<file path="src/rtl/sgd_pkg.sv">
package sgd_pkg;

  localparam int SGD_WORD_W = 32;

  localparam logic [SGD_WORD_W-1:0] SGD_EOL_MARK = 32'h8000_0000;

  typedef enum logic [2:0] {
    ST_IDLE,
    ST_FETCH,
    ST_EMIT,
    ST_EOL,
    ST_DRAIN,
    ST_DONE
  } sgd_state_e;

  function automatic logic [SGD_WORD_W-1:0] sgd_swap_bytes(input logic [SGD_WORD_W-1:0] v);
    return {v[7:0], v[15:8], v[23:16], v[31:24]};
  endfunction

endpackage

</file>
<file path="src/rtl/sgd_chunk_calc.sv">
module sgd_chunk_calc #(
  parameter int LEN_W = 32,
  parameter int WIN_W = 16
) (
  input  logic [WIN_W-1:0] addr_lo,
  input  logic [LEN_W-1:0] remain,
  output logic [WIN_W:0]   chunk,
  output logic             last_piece
);

  localparam int PAD_W = LEN_W - WIN_W - 1;

  logic [WIN_W:0]   span;
  logic [LEN_W-1:0] span_ext;

  // bytes left before the next window edge
  assign span       = {1'b1, {WIN_W{1'b0}}} - {1'b0, addr_lo};
  assign span_ext   = {{PAD_W{1'b0}}, span};
  assign last_piece = (remain <= span_ext);
  assign chunk      = last_piece ? remain[WIN_W:0] : span;

endmodule

</file>
<file path="src/rtl/sgd_entry_ctr.sv">
module sgd_entry_ctr #(
  parameter int CAP   = 64,
  parameter int CNT_W = 7
) (
  input  logic             clk,
  input  logic             rst_n,
  input  logic             clr,
  input  logic             inc,
  output logic [CNT_W-1:0] count,
  output logic             at_cap,
  output logic             near_cap
);

  logic [CNT_W-1:0] count_d;
  logic             count_en;

  always_comb begin
    count_en = clr | inc;
    count_d  = clr ? '0 : count + CNT_W'(1);
  end

  always_ff @(posedge clk or negedge rst_n) begin
    if (!rst_n) begin
      count <= '0;
    end else if (count_en) begin
      count <= count_d;
    end
  end

  assign at_cap   = (count == CNT_W'(CAP));
  assign near_cap = (count == CNT_W'(CAP - 1));

endmodule

</file>
<file path="src/rtl/sgd_word_fmt.sv">
module sgd_word_fmt
  import sgd_pkg::*;
#(
  parameter int WIN_W      = 16,
  parameter bit BIG_ENDIAN = 1'b1
) (
  input  logic [1:0]            sel,
  input  logic                  eol_phase,
  input  logic [SGD_WORD_W-1:0] addr,
  input  logic [WIN_W:0]        chunk,
  input  logic [WIN_W:0]        last_len,
  output logic [SGD_WORD_W-1:0] wdata
);

  localparam int LPAD_W = SGD_WORD_W - WIN_W - 1;

  logic [SGD_WORD_W-1:0] value;

  always_comb begin
    if (eol_phase) begin
      value = SGD_EOL_MARK | {{LPAD_W{1'b0}}, last_len};
    end else begin
      unique case (sel)
        2'd1:    value = addr;
        2'd3:    value = {{LPAD_W{1'b0}}, chunk};
        default: value = '0;
      endcase
    end
  end

  generate
    if (BIG_ENDIAN) begin : g_swap
      assign wdata = sgd_swap_bytes(value);
    end else begin : g_plain
      assign wdata = value;
    end
  endgenerate

endmodule

</file>
<file path="src/rtl/sg_desc_builder.sv">
module sg_desc_builder
  import sgd_pkg::*;
#(
  parameter int LEN_W       = 32,
  parameter int WIN_W       = 16,
  parameter int PAGE_BYTES  = 4096,
  parameter int ENTRY_BYTES = 16,
  parameter bit BIG_ENDIAN  = 1'b1,
  localparam int CAP        = PAGE_BYTES / (4 * ENTRY_BYTES),
  localparam int CNT_W      = $clog2(CAP + 1),
  localparam int IDX_W      = $clog2(CAP),
  localparam int TADDR_W    = IDX_W + 2
) (
  input  logic                  clk,
  input  logic                  rst_n,
  input  logic                  start,
  input  logic                  seg_valid,
  output logic                  seg_ready,
  input  logic [SGD_WORD_W-1:0] seg_addr,
  input  logic [LEN_W-1:0]      seg_len,
  input  logic                  seg_last,
  output logic                  tbl_we,
  output logic [TADDR_W-1:0]    tbl_addr,
  output logic [SGD_WORD_W-1:0] tbl_wdata,
  output logic                  done,
  output logic [CNT_W-1:0]      done_count,
  output logic                  done_ovf
);

  localparam int CPAD_W = SGD_WORD_W - WIN_W - 1;
  localparam int RPAD_W = LEN_W - WIN_W - 1;

  sgd_state_e            state_q, state_d;
  logic [SGD_WORD_W-1:0] cur_addr_q, cur_addr_d;
  logic [LEN_W-1:0]      remain_q, remain_d;
  logic                  seg_last_q, seg_last_d;
  logic                  seg_en;
  logic [1:0]            widx_q, widx_d;
  logic                  widx_en;
  logic [WIN_W:0]        last_len_q;
  logic                  llen_en;
  logic                  ovf_q, ovf_d;

  logic                  ctr_clr, ctr_inc;
  logic [CNT_W-1:0]      ctr_count;
  logic                  at_cap, near_cap;

  logic [WIN_W:0]        chunk;
  logic                  last_piece;
  logic                  emit_len_phase;
  logic                  eol_phase;
  sgd_state_e            fin_state;
  logic [IDX_W-1:0]      ent_idx;
  logic [1:0]            word_sel;

  sgd_chunk_calc #(
    .LEN_W (LEN_W),
    .WIN_W (WIN_W)
  ) u_calc (
    .addr_lo    (cur_addr_q[WIN_W-1:0]),
    .remain     (remain_q),
    .chunk      (chunk),
    .last_piece (last_piece)
  );

  sgd_entry_ctr #(
    .CAP   (CAP),
    .CNT_W (CNT_W)
  ) u_ctr (
    .clk      (clk),
    .rst_n    (rst_n),
    .clr      (ctr_clr),
    .inc      (ctr_inc),
    .count    (ctr_count),
    .at_cap   (at_cap),
    .near_cap (near_cap)
  );

  assign emit_len_phase = (state_q == ST_EMIT) && (widx_q == 2'd3);
  assign eol_phase      = (state_q == ST_EOL);
  assign fin_state      = (ctr_count != '0) ? ST_EOL : ST_DONE;

  // next-state and datapath control
  always_comb begin
    state_d    = state_q;
    cur_addr_d = cur_addr_q;
    remain_d   = remain_q;
    seg_last_d = seg_last_q;
    seg_en     = 1'b0;
    widx_d     = widx_q;
    widx_en    = 1'b0;
    llen_en    = 1'b0;
    ovf_d      = ovf_q;
    ctr_clr    = 1'b0;
    ctr_inc    = 1'b0;
    unique case (state_q)
      ST_IDLE: begin
        if (start) begin
          state_d = ST_FETCH;
          ctr_clr = 1'b1;
          ovf_d   = 1'b0;
        end
      end
      ST_FETCH: begin
        if (seg_valid) begin
          if (seg_len == '0) begin
            state_d = seg_last ? fin_state : ST_DRAIN;
          end else if (at_cap) begin
            ovf_d   = 1'b1;
            state_d = seg_last ? ST_DONE : ST_DRAIN;
          end else begin
            seg_en     = 1'b1;
            cur_addr_d = seg_addr;
            remain_d   = seg_len;
            seg_last_d = seg_last;
            widx_en    = 1'b1;
            widx_d     = 2'd0;
            state_d    = ST_EMIT;
          end
        end
      end
      ST_EMIT: begin
        widx_en = 1'b1;
        widx_d  = widx_q + 2'd1;
        if (widx_q == 2'd3) begin
          ctr_inc    = 1'b1;
          seg_en     = 1'b1;
          llen_en    = 1'b1;
          cur_addr_d = cur_addr_q + {{CPAD_W{1'b0}}, chunk};
          remain_d   = remain_q - {{RPAD_W{1'b0}}, chunk};
          if (last_piece) begin
            state_d = seg_last_q ? ST_EOL : ST_FETCH;
          end else if (near_cap) begin
            ovf_d   = 1'b1;
            state_d = seg_last_q ? ST_DONE : ST_DRAIN;
          end
        end
      end
      ST_DRAIN: begin
        if (seg_valid && seg_last) begin
          state_d = ovf_q ? ST_DONE : fin_state;
        end
      end
      ST_EOL:  state_d = ST_DONE;
      ST_DONE: state_d = ST_IDLE;
      default: state_d = ST_IDLE;
    endcase
  end

  always_ff @(posedge clk or negedge rst_n) begin
    if (!rst_n) begin
      state_q    <= ST_IDLE;
      cur_addr_q <= '0;
      remain_q   <= '0;
      seg_last_q <= 1'b0;
      widx_q     <= 2'd0;
      last_len_q <= '0;
      ovf_q      <= 1'b0;
    end else begin
      state_q <= state_d;
      ovf_q   <= ovf_d;
      if (seg_en) begin
        cur_addr_q <= cur_addr_d;
        remain_q   <= remain_d;
        seg_last_q <= seg_last_d;
      end
      if (widx_en) begin
        widx_q <= widx_d;
      end
      if (llen_en) begin
        last_len_q <= chunk;
      end
    end
  end

  // table write port
  assign ent_idx  = eol_phase ? (ctr_count[IDX_W-1:0] - IDX_W'(1)) : ctr_count[IDX_W-1:0];
  assign word_sel = eol_phase ? 2'd3 : widx_q;
  assign tbl_we   = (state_q == ST_EMIT) || eol_phase;
  assign tbl_addr = {ent_idx, word_sel};

  sgd_word_fmt #(
    .WIN_W      (WIN_W),
    .BIG_ENDIAN (BIG_ENDIAN)
  ) u_fmt (
    .sel       (word_sel),
    .eol_phase (eol_phase),
    .addr      (cur_addr_q),
    .chunk     (chunk),
    .last_len  (last_len_q),
    .wdata     (tbl_wdata)
  );

  assign seg_ready  = (state_q == ST_FETCH) || (state_q == ST_DRAIN);
  assign done       = (state_q == ST_DONE);
  assign done_count = ovf_q ? '0 : ctr_count;
  assign done_ovf   = ovf_q;

endmodule

</file>
<file path="config.mk">
export PLATFORM = sky130hd
export DESIGN_NAME = sg_desc_builder
export DESIGN_NICKNAME = d
export VERILOG_FILES = /design/src/rtl/sgd_pkg.sv /design/src/rtl/sgd_chunk_calc.sv /design/src/rtl/sgd_entry_ctr.sv /design/src/rtl/sgd_word_fmt.sv /design/src/rtl/sg_desc_builder.sv
export SDC_FILE = /design/constraint.sdc
export NUM_CORES = 1
export LEC_CHECK = 0
export BUFFER_PORTS_ARGS = -buffer_cell sky130_fd_sc_hd__buf_2
export CAP_MARGIN = 40
export CORE_MARGIN = 8
export CORE_UTILIZATION = 40
export DETAILED_ROUTE_END_ITERATION = 16
export PLACE_DENSITY = 0.66
export REMOVE_ABC_BUFFERS = 1
export SLEW_MARGIN = 0
export SYNTH_ARGS = -nofsm -noshare
export SYNTH_HDL_FRONTEND = slang
export SYNTH_SLANG_ARGS = --single-unit
</file>
<file path="constraint.sdc">
create_clock -name clk -period 7.16 [get_ports clk]
set_input_delay 0.716 -clock clk [delete_from_list [all_inputs] [get_ports clk]]
set_output_delay 0.716 -clock clk [all_outputs]
set_load 0.01 [all_outputs]
</file>
==> run summary <==
die width: 157.6 um
Sink Count: 95
Final Cycle Share: 0.9378
io pins: 120
top cell type by total area after synthesis: dfrtp_1
Flop pwr share: 0.247
final setup skew: 8.675 ps
Post-Syn Instances: 1024
Final ANT Viol Nets: 0
initial antenna violation count: 0
Avg Vias per Cell: 5.744
Clock Latency Late Sink: 360 ps
Post-synth EDFFs: 0
Primary FF master, synth: dfrtp_1
post-cts hold buffer count: 0
Startpoint Class: flip-flop
postcts setup bufs: 0
CTS max path bufs: 2
commonest non-fill, non-tap cell in the layout: buf_2
clk root buf: clkbuf_16
dpl cell area: 0.008890 mm^2
Sw Share: 0.4959
worst hold path type: in2async
worst vdd ir: 0.1353 mV
Synth Register Bits: 95
number of H-tree levels: 3
CTS buffer count: 9
clk slew on worst S/H paths: 70 ps
Core ar.: 0.01997 mm^2
post-route setup TNS: 0 ps
Final setup viols: 0
final hold vios: 0
cts repair resizes: 0
grt total ovfl: 0
Yosys cell types: 62
global-route wire length before repair: 40350 um
final worst setup slack: 445.3 ps
CP max FO: 12
CTS tree: done
PD cells: 481.1 mW/mm^2
status: finished clean
DRC: 0
WL final: 24990 um
I/O Buffers: 119
DPL Wire Length: 18220 um
number of global-route vias before repair: 7780
row count: 52
fmax: 148.9 MHz
layout cell share with drive strength beyond 1: 0.1530
commonest non-fill, non-tap cells in the layout: buf_2 (118), nand2_1 (107), a21oi_1 (103)
crit path DAT: 6950 ps
synthesized cell area: 0.008020 mm^2
WP data required: 7400 ps
overall die area: 0.02484 mm^2
DR iter-0 viols: 523
Worst-Margin Slew: 954.0 ps
Initial Util: 0.4015
synthesis warning total: 0
LEAKAGE: 0.004177 uW
Worst setup EP type: flip-flop
post-placement setup slack: 211.7 ps
layout net count: 1241
Die Span Y: 157.6 um
Pins Over Slew Limit: 0
synth top area cells: dfrtp_1 (30%), ha_1 (8.7%), a21oi_1 (6.4%)
via count: 7973
Slew HR: 0.3624
routed len/inst: 18.00 um
max-cap violations: 0
post-synthesis async set-or-reset flop share: 1.000
Diodes inserted: 0
Comb power frac: 0.640
Switch Pwr: 2196 uW
Clock Power Share: 0.113
design area: 0.009205 mm^2
RSZ-0062 raised after global routing: no
GP Congestion: 0.8765
crit path kind: reg2reg
largest net degree at the start of global routing: 67
internal power: 2232 uW
area growth from synthesis to layout: 14.77%
Final min period: 6715 ps
Avg Cell Area, Syn: 7.832 um^2
register area share after synthesis: 0.2964
top cell type's share of synthesized area: 0.2964
global router's overall resource usage: 0.2043
First-pass DRT Iterations: 5
critical path, cell delays in order (launching register included):
cell and delay (ps):
dfrtp_1 470, or4_1 590, nor2_1 220, nand2_1 150, nor3_1 210, xnor2_1 160, inv_1 70, ha_1 300
a211o_1 300, o211ai_1 80, nand4_1 100, or4_1 500, nand2_4 230, mux2i_1 150, inv_1 110, ha_1 200
inv_1 70, fa_1 410, nand2b_1 190, a21o_1 190, a31o_2 240, o21ai_1 160, o2111ai_1 160, a221o_1 540
or3_1 450, o311ai_0 340
sequential cells by signal, summed over array words and instances, names as in the netlist:
register,cells
cur_addr_q,32
remain_q,32
last_len_q,17
u_ctr.count,7
state_q,3
widx_q,2
done_ovf,1
seg_last_q,1
cell families (layout without fill, tap and decap cells):
family | after synthesis | after routing | synth area share
DFF | 95 | 95 | 0.2964
muxes | 17 | 17 | 0.02137
AOI/OAI and AO/OA | 328 | 328 | 0.2641
and+or+nand+nor | 372 | 372 | 0.2229
xor gates and xnor gates | 47 | 47 | 0.05133
buffers and inverters | 107 | 201 | 0.05148
adders and majority gates | 58 | 58 | 0.09236
power groups by stage:
| stage | Sequential (uW) | Combinational (uW) | Clock [uW] |
|---|---|---|---|
| floorplan | 999 | 2090 | 0 |
| global placement | 1090 | 2750 | 0 |
| detailed placement | 1090 | 2800 | 0 |
| CTS | 1080 | 2820 | 510 |
| global route | 1130 | 3190 | 529 |
| finish | 1090 | 2840 | 499 |
synthesized netlist by cell type, drive strengths merged, types with 3 or more instances:
| cell | instances |
|---|---|
| a31oi | 9 |
| o21ai | 65 |
| inv | 49 |
| a31o | 4 |
| xnor2 | 33 |
| nand2b | 10 |
| and3 | 16 |
| nor3 | 29 |
| o21a | 11 |
| xor2 | 14 |
| o22a | 3 |
| or3 | 8 |
| clkbuf | 47 |
| a221o | 4 |
| dfrtp | 95 |
| a21oi | 103 |
| nand3 | 31 |
| o22ai | 13 |
| buf | 11 |
| and2 | 17 |
| nand2 | 108 |
| o32ai | 3 |
| a211o | 3 |
| nor2 | 87 |
| nor4 | 20 |
| nor2b | 16 |
| o311ai | 6 |
| a2bb2oi | 10 |
| mux2i | 16 |
| o211ai | 33 |
| a211oi | 10 |
| or4 | 7 |
| a221oi | 4 |
| a21o | 27 |
| ha | 56 |
| nand4 | 16 |
per-layer routing:
layer	global-route usage	vias up	wire, um
li1	-	3914	-
met1	0.2714	3779	11620
met2	0.3264	237	11330
met3	0.03030	43	1418
met4	0.08522	0	617
met5	0	-	0
path summary, 6_finish.rpt:
kind	from	to	slack [ps]	depth (start not counted)
max	cur_addr_q[2]$_DFFE_PN0P_	cur_addr_q[30]$_DFFE_PN0P_	450	25
min	rst_n	cur_addr_q[7]$_DFFE_PN0P_	380	1
max reg2reg	cur_addr_q[2]$_DFFE_PN0P_	cur_addr_q[30]$_DFFE_PN0P_	450	25
min reg2reg	last_len_q[1]$_DFFE_PN0P_	last_len_q[1]$_DFFE_PN0P_	480	2
max in group asynchronous	rst_n	done_ovf$_DFFE_PN0P_	5700	2
min in group clk	last_len_q[1]$_DFFE_PN0P_	last_len_q[1]$_DFFE_PN0P_	480	2
area by class of cell:
class / instances / area, um^2
fillers: 2009 / 10770
flip-flops and latches: 95 / 2377
well taps: 270 / 337.8
inverters: 49 / 183.9
clock buffers: 10 / 239.0
multi-input cells: 822 / 5268
clock inverters: 5 / 58.81
repair buffers: 137 / 740.7
metrics by stage:
stage	hold WS, ps	cells	power [uW]	util
floorplan	420.4	966	3086	-
global placement	464.2	1372	3838	0.4443
detailed placement	471.1	1373	3886	0.4451
CTS	407.6	1388	4410	0.4600
global route	446.7	1388	4853	0.4608
finish	380.6	1388	4429	0.4608
(Power assumes the default switching activity.)
